## config.mk

```make
export PLATFORM = sky130hd
export DESIGN_NAME = mcc_core
export DESIGN_NICKNAME = d
export VERILOG_FILES = /design/src/rtl/mcc_pkg.sv /design/src/rtl/mcc_decode.sv /design/src/rtl/mcc_alu.sv /design/src/rtl/mcc_regfile.sv /design/src/rtl/mcc_ctrl.sv /design/src/rtl/mcc_core.sv
export SDC_FILE = /design/constraint.sdc
export NUM_CORES = 2
export LEC_CHECK = 0
export ABC_CLOCK_PERIOD_IN_PS = 4920
export BUFFER_PORTS_ARGS = -buffer_cell sky130_fd_sc_hd__buf_2
export CELL_PAD_IN_SITES_DETAIL_PLACEMENT = 1
export CELL_PAD_IN_SITES_GLOBAL_PLACEMENT = 2
export CORE_ASPECT_RATIO = 1.25
export CORE_MARGIN = 5
export CORE_UTILIZATION = 30
export CTS_BUF_LIST = sky130_fd_sc_hd__clkbuf_8
export CTS_CLUSTER_SIZE = 24
export DETAILED_ROUTE_END_ITERATION = 8
export PLACE_DENSITY = 0.66
export SYNTH_ARGS = -nofsm -noshare
export SYNTH_HDL_FRONTEND = slang
export SYNTH_HIERARCHICAL = 1
export SYNTH_SLANG_ARGS = --single-unit
```

## constraint.sdc

```tcl
create_clock -name clk -period 4.92 [get_ports clk]
set_clock_uncertainty 0.1 [all_clocks]
set_input_delay 0 -clock clk [delete_from_list [all_inputs] [get_ports clk]]
set_output_delay 0 -clock clk [all_outputs]
set_load 0.05 [all_outputs]
```

## src/rtl/mcc_pkg.sv

```systemverilog
`timescale 1ns/1ps
package mcc_pkg;

   typedef enum logic [3:0] {
      S_FETCH, S_DECODE, S_RR_EXE, S_RI_EXE, S_RES_WB, S_REG_WR,
      S_LD_ADDR, S_LD_MEM, S_ST_ADDR, S_ST_MEM, S_BRANCH, S_JUMP
   } state_t;

   typedef enum logic [2:0] {C_RR, C_RI, C_LD, C_ST, C_BR, C_JMP, C_BAD} iclass_t;

   typedef enum logic [2:0] {A_ADD, A_SUB, A_AND, A_OR, A_XOR, A_SLT} aluop_t;

   localparam logic [5:0] OP_RR   = 6'h00;
   localparam logic [5:0] OP_J    = 6'h02;
   localparam logic [5:0] OP_BEQ  = 6'h04;
   localparam logic [5:0] OP_BNE  = 6'h05;
   localparam logic [5:0] OP_ADDI = 6'h08;
   localparam logic [5:0] OP_ANDI = 6'h0C;
   localparam logic [5:0] OP_ORI  = 6'h0D;
   localparam logic [5:0] OP_XORI = 6'h0E;
   localparam logic [5:0] OP_LW   = 6'h23;
   localparam logic [5:0] OP_SW   = 6'h2B;

   localparam logic [5:0] FN_ADD = 6'h20;
   localparam logic [5:0] FN_SUB = 6'h22;
   localparam logic [5:0] FN_AND = 6'h24;
   localparam logic [5:0] FN_OR  = 6'h25;
   localparam logic [5:0] FN_XOR = 6'h26;
   localparam logic [5:0] FN_SLT = 6'h2A;

   // One bit per control point of the datapath
   typedef struct packed {
      logic   ir_ld;
      logic   pc_inc;
      logic   pc_br;
      logic   pc_jmp;
      logic   ab_ld;
      logic   res_ld;
      logic   src_imm;
      logic   wb_ld;
      logic   wb_from_mem;
      logic   rf_we;
      logic   dst_rt;
      logic   mem_rd;
      logic   mem_wr;
      logic   addr_res;
      logic   ifetch;
      aluop_t alu_op;
   } ctrl_t;

endpackage

```

## src/rtl/mcc_decode.sv

```systemverilog
`timescale 1ns/1ps
module mcc_decode
   import mcc_pkg::*;
#(
   parameter bit SLT_EN = 1'b1
) (
   input  logic [5:0] op,
   input  logic [5:0] funct,
   output iclass_t    iclass,
   output aluop_t     alu_op
);

   always_comb begin
      iclass = C_BAD;
      alu_op = A_ADD;
      case (op)
         OP_RR: begin
            iclass = C_RR;
            case (funct)
               FN_ADD:  alu_op = A_ADD;
               FN_SUB:  alu_op = A_SUB;
               FN_AND:  alu_op = A_AND;
               FN_OR:   alu_op = A_OR;
               FN_XOR:  alu_op = A_XOR;
               FN_SLT: begin
                  alu_op = A_SLT;
                  if (!SLT_EN) iclass = C_BAD;
               end
               default: iclass = C_BAD;
            endcase
         end
         OP_ADDI: begin iclass = C_RI; alu_op = A_ADD; end
         OP_ANDI: begin iclass = C_RI; alu_op = A_AND; end
         OP_ORI:  begin iclass = C_RI; alu_op = A_OR;  end
         OP_XORI: begin iclass = C_RI; alu_op = A_XOR; end
         OP_LW:   iclass = C_LD;
         OP_SW:   iclass = C_ST;
         OP_BEQ, OP_BNE: iclass = C_BR;
         OP_J:    iclass = C_JMP;
         default: iclass = C_BAD;
      endcase
   end

endmodule

```

## src/rtl/mcc_alu.sv

```systemverilog
`timescale 1ns/1ps
module mcc_alu
   import mcc_pkg::*;
#(
   parameter int XLEN   = 32,
   parameter bit SLT_EN = 1'b1
) (
   input  logic [XLEN-1:0] a,
   input  logic [XLEN-1:0] b,
   input  aluop_t          op,
   output logic [XLEN-1:0] y
);

   logic [XLEN-1:0] lt_word;

   generate
      if (SLT_EN) begin : g_slt
         assign lt_word = {{(XLEN-1){1'b0}}, ($signed(a) < $signed(b))};
      end else begin : g_no_slt
         assign lt_word = '0;
      end
   endgenerate

   always_comb begin
      case (op)
         A_ADD:   y = a + b;
         A_SUB:   y = a - b;
         A_AND:   y = a & b;
         A_OR:    y = a | b;
         A_XOR:   y = a ^ b;
         A_SLT:   y = lt_word;
         default: y = a + b;
      endcase
   end

endmodule

```

## src/rtl/mcc_regfile.sv

```systemverilog
`timescale 1ns/1ps
module mcc_regfile #(
   parameter int XLEN = 32,
   parameter int NREG = 32,
   localparam int AW  = $clog2(NREG)
) (
   input  logic            clk,
   input  logic            we,
   input  logic [AW-1:0]   wa,
   input  logic [XLEN-1:0] wd,
   input  logic [AW-1:0]   ra,
   input  logic [AW-1:0]   rb,
   output logic [XLEN-1:0] qa,
   output logic [XLEN-1:0] qb
);

   logic [XLEN-1:0] bank [NREG];

   // Slot 0 has no storage: it is a constant zero
   assign bank[0] = '0;

   generate
      for (genvar g = 1; g < NREG; g++) begin : g_slot
         logic [XLEN-1:0] q;
         always_ff @(posedge clk) begin
            if (we && (wa == AW'(g))) q <= wd;
         end
         assign bank[g] = q;
      end
   endgenerate

   assign qa = bank[ra];
   assign qb = bank[rb];

endmodule

```

## src/rtl/mcc_ctrl.sv

```systemverilog
`timescale 1ns/1ps
module mcc_ctrl
   import mcc_pkg::*;
(
   input  logic    clk,
   input  logic    rst,
   input  iclass_t iclass,
   input  aluop_t  alu_sel,
   input  logic    br_ok,
   output ctrl_t   cp,
   output state_t  state_o
);

   state_t st, nxt;

   always_ff @(posedge clk) begin
      if (rst) st <= S_FETCH;
      else     st <= nxt;
   end

   assign state_o = st;

   always_comb begin
      cp        = '0;
      cp.alu_op = alu_sel;
      nxt       = S_FETCH;
      case (st)
         S_FETCH: begin
            cp.ir_ld  = 1'b1;
            cp.pc_inc = 1'b1;
            cp.mem_rd = 1'b1;
            cp.ifetch = 1'b1;
            nxt       = S_DECODE;
         end
         S_DECODE: begin
            cp.ab_ld = 1'b1;
            case (iclass)
               C_RR:    nxt = S_RR_EXE;
               C_RI:    nxt = S_RI_EXE;
               C_LD:    nxt = S_LD_ADDR;
               C_ST:    nxt = S_ST_ADDR;
               C_BR:    nxt = S_BRANCH;
               C_JMP:   nxt = S_JUMP;
               default: nxt = S_FETCH;
            endcase
         end
         S_RR_EXE: begin
            cp.res_ld = 1'b1;
            nxt       = S_RES_WB;
         end
         S_RI_EXE: begin
            cp.res_ld  = 1'b1;
            cp.src_imm = 1'b1;
            nxt        = S_RES_WB;
         end
         S_RES_WB: begin
            cp.wb_ld = 1'b1;
            nxt      = S_REG_WR;
         end
         S_REG_WR: begin
            cp.rf_we  = 1'b1;
            cp.dst_rt = (iclass != C_RR);
            nxt       = S_FETCH;
         end
         S_LD_ADDR, S_ST_ADDR: begin
            cp.res_ld  = 1'b1;
            cp.src_imm = 1'b1;
            cp.alu_op  = A_ADD;
            nxt        = (st == S_LD_ADDR) ? S_LD_MEM : S_ST_MEM;
         end
         S_LD_MEM: begin
            cp.mem_rd      = 1'b1;
            cp.addr_res    = 1'b1;
            cp.wb_ld       = 1'b1;
            cp.wb_from_mem = 1'b1;
            nxt            = S_REG_WR;
         end
         S_ST_MEM: begin
            cp.mem_wr   = 1'b1;
            cp.addr_res = 1'b1;
            nxt         = S_FETCH;
         end
         S_BRANCH: begin
            cp.pc_br = br_ok;
            nxt      = S_FETCH;
         end
         S_JUMP: begin
            cp.pc_jmp = 1'b1;
            nxt       = S_FETCH;
         end
         default: nxt = S_FETCH;
      endcase
   end

   assert_decode_follows_fetch_R1: assert property (@(posedge clk) disable iff (rst)
      (st == S_FETCH) |=> (st == S_DECODE));

   assert_undefined_returns_R10: assert property (@(posedge clk) disable iff (rst)
      (st == S_DECODE && iclass == C_BAD) |=> (st == S_FETCH));

   assert_store_returns_R6: assert property (@(posedge clk) disable iff (rst)
      (st == S_ST_MEM) |=> (st == S_FETCH));

endmodule

```

## src/rtl/mcc_core.sv

```systemverilog
`timescale 1ns/1ps
module mcc_core
   import mcc_pkg::*;
#(
   parameter int          XLEN     = 32,
   parameter int          NREG     = 32,
   parameter bit          SLT_EN   = 1'b1,
   parameter logic [31:0] PC_RESET = 32'h0
) (
   input  logic            clk,
   input  logic            rst,
   output logic [XLEN-1:0] mem_addr,
   output logic            mem_rd,
   output logic            mem_wr,
   output logic            mem_ifetch,
   output logic [XLEN-1:0] mem_wdata,
   input  logic [XLEN-1:0] mem_rdata
);

   localparam int AW     = $clog2(NREG);
   localparam int IMMW   = 16;
   localparam int JTW    = 26;
   localparam int PCHI   = XLEN - JTW - 2;

   generate
      if (XLEN != 32) begin : g_bad_xlen
         $error("mcc_core: instruction fields require XLEN of 32");
      end
      if (NREG < 2 || NREG > 32 || (NREG & (NREG - 1)) != 0) begin : g_bad_nreg
         $error("mcc_core: NREG must be a power of two from 2 to 32");
      end
   endgenerate

   logic [XLEN-1:0] ir, pc, a_q, b_q, res_q, wb_q;
   logic [XLEN-1:0] rf_a, rf_b, alu_b, alu_y, simm;
   logic [5:0]      op_f, fn_f;
   logic [4:0]      rs_f, rt_f, rd_f;
   logic            br_ok;
   iclass_t         iclass;
   aluop_t          alu_sel;
   ctrl_t           cp;
   state_t          st;

   assign op_f = ir[31:26];
   assign rs_f = ir[25:21];
   assign rt_f = ir[20:16];
   assign rd_f = ir[15:11];
   assign fn_f = ir[5:0];
   assign simm = {{(XLEN-IMMW){ir[IMMW-1]}}, ir[IMMW-1:0]};

   mcc_decode #(.SLT_EN(SLT_EN)) u_decode (
      .op(op_f), .funct(fn_f), .iclass(iclass), .alu_op(alu_sel)
   );

   mcc_ctrl u_ctrl (
      .clk(clk), .rst(rst), .iclass(iclass), .alu_sel(alu_sel),
      .br_ok(br_ok), .cp(cp), .state_o(st)
   );

   mcc_regfile #(.XLEN(XLEN), .NREG(NREG)) u_rf (
      .clk(clk), .we(cp.rf_we),
      .wa(cp.dst_rt ? AW'(rt_f) : AW'(rd_f)), .wd(wb_q),
      .ra(AW'(rs_f)), .rb(AW'(rt_f)), .qa(rf_a), .qb(rf_b)
   );

   assign alu_b = cp.src_imm ? simm : b_q;

   mcc_alu #(.XLEN(XLEN), .SLT_EN(SLT_EN)) u_alu (
      .a(a_q), .b(alu_b), .op(cp.alu_op), .y(alu_y)
   );

   assign br_ok = (op_f == OP_BNE) ? (a_q != b_q) : (a_q == b_q);

   always_ff @(posedge clk) begin
      if (rst) begin
         pc    <= XLEN'(PC_RESET);
         ir    <= '0;
         a_q   <= '0;
         b_q   <= '0;
         res_q <= '0;
         wb_q  <= '0;
      end else begin
         if (cp.ir_ld) ir <= mem_rdata;
         if (cp.pc_inc)      pc <= pc + XLEN'(4);
         else if (cp.pc_br)  pc <= pc + simm;
         else if (cp.pc_jmp) pc <= {pc[XLEN-1 -: PCHI], ir[JTW-1:0], 2'b00};
         if (cp.ab_ld) begin
            a_q <= rf_a;
            b_q <= rf_b;
         end
         if (cp.res_ld) res_q <= alu_y;
         if (cp.wb_ld)  wb_q  <= cp.wb_from_mem ? mem_rdata : res_q;
      end
   end

   assign mem_addr   = cp.addr_res ? res_q : pc;
   assign mem_rd     = cp.mem_rd;
   assign mem_wr     = cp.mem_wr;
   assign mem_ifetch = cp.ifetch;
   assign mem_wdata  = b_q;

   assert_pc_step_R1: assert property (@(posedge clk) disable iff (rst)
      mem_ifetch |=> (pc == $past(pc) + XLEN'(4)));

   assert_ir_hold_R2: assert property (@(posedge clk) disable iff (rst)
      !mem_ifetch |=> $stable(ir));

   assert_no_rd_wr_R12: assert property (@(posedge clk) disable iff (rst)
      !(mem_rd && mem_wr));

   assert_fetch_is_read_R12: assert property (@(posedge clk) disable iff (rst)
      mem_ifetch |-> (mem_rd && mem_addr == pc));

   assert_jump_only_pc_R8: assert property (@(posedge clk) disable iff (rst)
      (st == S_JUMP) |=> ($stable(a_q) && $stable(b_q) && $stable(wb_q)));

endmodule

```

==> flow_metrics.tcl <==
set metrics [dict create \
    rsz0062_at_grt "no" \
    required_ns 5.63 \
    io_pins 101 \
    clk_latency_ns 0.94 \
    syn_avg_cell_area_um2 13.66 \
    p_comb_share_pct 47.6 \
    crit_fanout 12 \
    status "complete, no violations" \
    placed_cells 7362 \
    hold_depth 4 \
    synth_nets 4782 \
    layoutNonFillerInstCount 7808 \
    drt-total-wl_um 235600 \
    fin_area_um2 72830 \
    hold_viol 0 \
    postRouteAntennaNets 0 \
    p_leak_nw 24.39 \
    avgRoutedWirePerCell_um 30.18 \
    die_x_um 420.2 \
    syn-cell-area_um2 63090 \
    power.total_w 0.04203 \
    p_int_w 0.02405 \
    chipHeight_um 522.7 \
    start_util_pct 30.10 \
    gp_congestion 0.8680 \
    worst_pin_slew_ns 1.355 \
    seqPwrFrac_pct 32.8 \
    tns_ns 0 \
    dpl_cell_area_um2 68230 \
    ys_ff_latch 1188 \
    cts_tree "yes" \
    post-place-ws_ns 0.2521 \
    dp_hpwl_um 155200 \
    cts.clk_slew.worst_paths_ns 0.06 \
    synthFlopType "edfxtp_1" \
    switching_share_pct 42.79 \
    synth_edf_count 992 \
    synth.largest_area_cell "edfxtp_1" \
    fmax_mhz 215.1 \
    max-clock-path-buffers 3 \
    switchingPower_w 0.01799 \
    grt_pass1_vias 46250 \
    antenna_found_initial 3 \
    min_period_over_period_pct 94.49 \
    synthDistinctLibCells 117 \
    grt_max_degree 129 \
    dr.pass1.iters 5 \
    final_cell_mix "edfxtp_1 (992), mux4_2 (384), mux2i_1 (338)" \
    slowest_stage "dfxtp_1" \
    syn_inst 4617 \
    remaining_drc_errors 0 \
    final_common_cell "edfxtp_1" \
    die_area_um2 219600 \
    crit_type "reg2reg" \
    synth_top_area_share_pct 47.22 \
    track_usage_pct 21.00 \
    cts_buffers 186 \
    synth.area.top_cells "edfxtp_1 (47%), mux4_2 (14%), dfxtp_1 (6.2%)" \
    power_density_nw_per_um2 577.2 \
    fillers 22050 \
    slew_headroom_pct 9.555 \
    cpMostUsedCell "buf_4" \
    arrival_ns 5.36 \
    worst_path_largest_cell_delay_ns 0.37 \
    layout-drive-gt1-share_pct 24.46 \
    vias 43570 \
    core_area_um2 209600 \
    worst_slack_ns 0.2713 \
    endpoint_kind "flop" \
    reg2reg_depth 22 \
    area_growth_pct 15.44 \
    synth.yosys.warnings 6 \
    hold_path_class "in2reg" \
    dr.first_iter.drc_count 3128 \
    start_kind "flop" \
    setup_viol 0 \
    grt_pass1_wl_um 336500 \
    portBuffers 100 \
    cts_root_buffer "clkbuf_8" \
    yosysSeqAreaShare_pct 53.44 \
    async_flop_share_pct 0 \
    clkPwrFrac_pct 19.6 \
    drv_cap 0 \
    fin_nets 5060 \
    cts.sinks 1188 \
    viasPerCell 5.580 \
    rows 188 \
    fin_crit_ns 4.649 \
    htreeDepth 4 \
    grt-ovfl-total 0 \
    drv_slew 0 \
    crit_chain "nand2b_1, o32ai_4, buf_12, buf_4, mux2_2, inv_1, ha_1, buf_4, o21ai_2, a22oi_1, and2_1, a211oi_2, buf_4, o41ai_2, buf_4, a31oi_2, o21a_1, o21ai_2, nand3_1, o2111a_1, mux2i_1, nor2_1" \
    vdd_drop_max_v 0.0005059 \
]
==> state kept, by name (all words and copies together), names as in the netlist <==
name	count
u_rf/g_slot.q	992
mem_wdata	32
a_q	32
ir	32
res_q	32
u_ctrl/state_o	4
wb_q	32
pc	32
==> kinds of logic (layout without fill, tap and decap cells) <==
kind of cell	after synthesis	after routing	synth area share [%]
adders and majority gates	131	131	2.634
buffers and inverters	493	925	3.552
xor gates and xnor gates	93	93	1.291
AOI/OAI and AO/OA	1038	1038	11.75
and+or+nand+nor	839	839	6.251
muxes	835	835	21.09
DFF	1188	1188	53.44
other	0	4	0
==> through the flow <==
stage / hold WS [ns] / utilization (%)
2_1_floorplan: -0.03114 / -
3_3_place_gp: 0.1494 / 32.55
3_5_place_dp: 0.1682 / 32.55
4_1_cts: 0.007960 / 34.74
5_1_grt: 0.07701 / 34.75
6_report: 0.07738 / 34.75
==> per-layer routing <==
layer  up-vias  routed length, µm  global-route usage, %  part of all wire (%)
met5         -                 13                      0                0.0055
met4         2              10700                  8.731                   4.5
met3       403              12070                  2.839                   5.1
met2      1414             121100                  38.02                    51
met1     22920              91710                  25.02                    39
li1      18830                  -                      -                     -
==> cells in the mapped netlist, types with 23 or more instances <==
library cell  count
buf_1            36
o21ai_1          81
a21oi_1         150
and2_1           44
clkbuf_1        196
o21ai_0          97
a211oi_1        121
dfxtp_1         196
buf_2            58
o211ai_1         26
nor2b_1          23
xnor2_1          71
mux2i_1         338
mux2_2          112
o22ai_1          80
inv_1           134
nor2_1          359
nand2_1         194
o31ai_1          71
buf_4            38
mux4_2          384
and3_1           44
ha_1            128
edfxtp_1        992
a22o_1          192
nor3_1           31
nand3_1          32
nand2b_1         23
==> path summary, 6_finish.rpt <==
check / start / slack (ns) / endpoint
max: u_ctrl/state_o[2] / 0.27 / res_q[31]
min: mem_rdata[31] / 0.08 / wb_q[31]
max reg2reg: u_ctrl/state_o[2] / 0.27 / res_q[31]
min reg2reg: res_q[4] / 0.43 / res_q[4]
==> power groups by stage <==
stage,sequential [W],clock (W),combinational [W]
after floorplan,0.0132,0,0.0133
after global placement,0.0139,0,0.0196
after detailed placement,0.0140,0,0.0197
after CTS,0.0138,0.00849,0.0200
after global routing,0.0139,0.00896,0.0213
final,0.0138,0.00825,0.0200
==> final cells by class <==
class / count / area, µm² / share of cell area [%]
sequential: 1188 / 33750 / 46.34
multi-input combinational: 2936 / 27550 / 37.83
timing repair buffer: 441 / 3973 / 5.455
tap: 2755 / 3447 / 4.733
clock buffer: 201 / 2766 / 3.798
clock inverter: 141 / 803.3 / 1.103
inverter: 142 / 533.0 / 0.7319
antenna: 4 / 10.01 / 0.01374
==> critical path: cells and delay by family (launching register included) <==
family,cells,cell delay (ns)
buf+inv,6,0.99
fa+ha+maj,1,0.28
compound gates,9,1.61
mux,2,0.49
simple gates,4,0.70
flops,1,0.37
==> what timing repair did <==
item / 4_1_cts / 5_1_grt
setup buffers: 0 / 0
resized for setup: 0 / 3
endpoints found under the hold margin: 192 / 0
hold buffers: 100 / 0
endpoints found under the setup margin: 0 / 2
(Power assumes the default switching activity.)
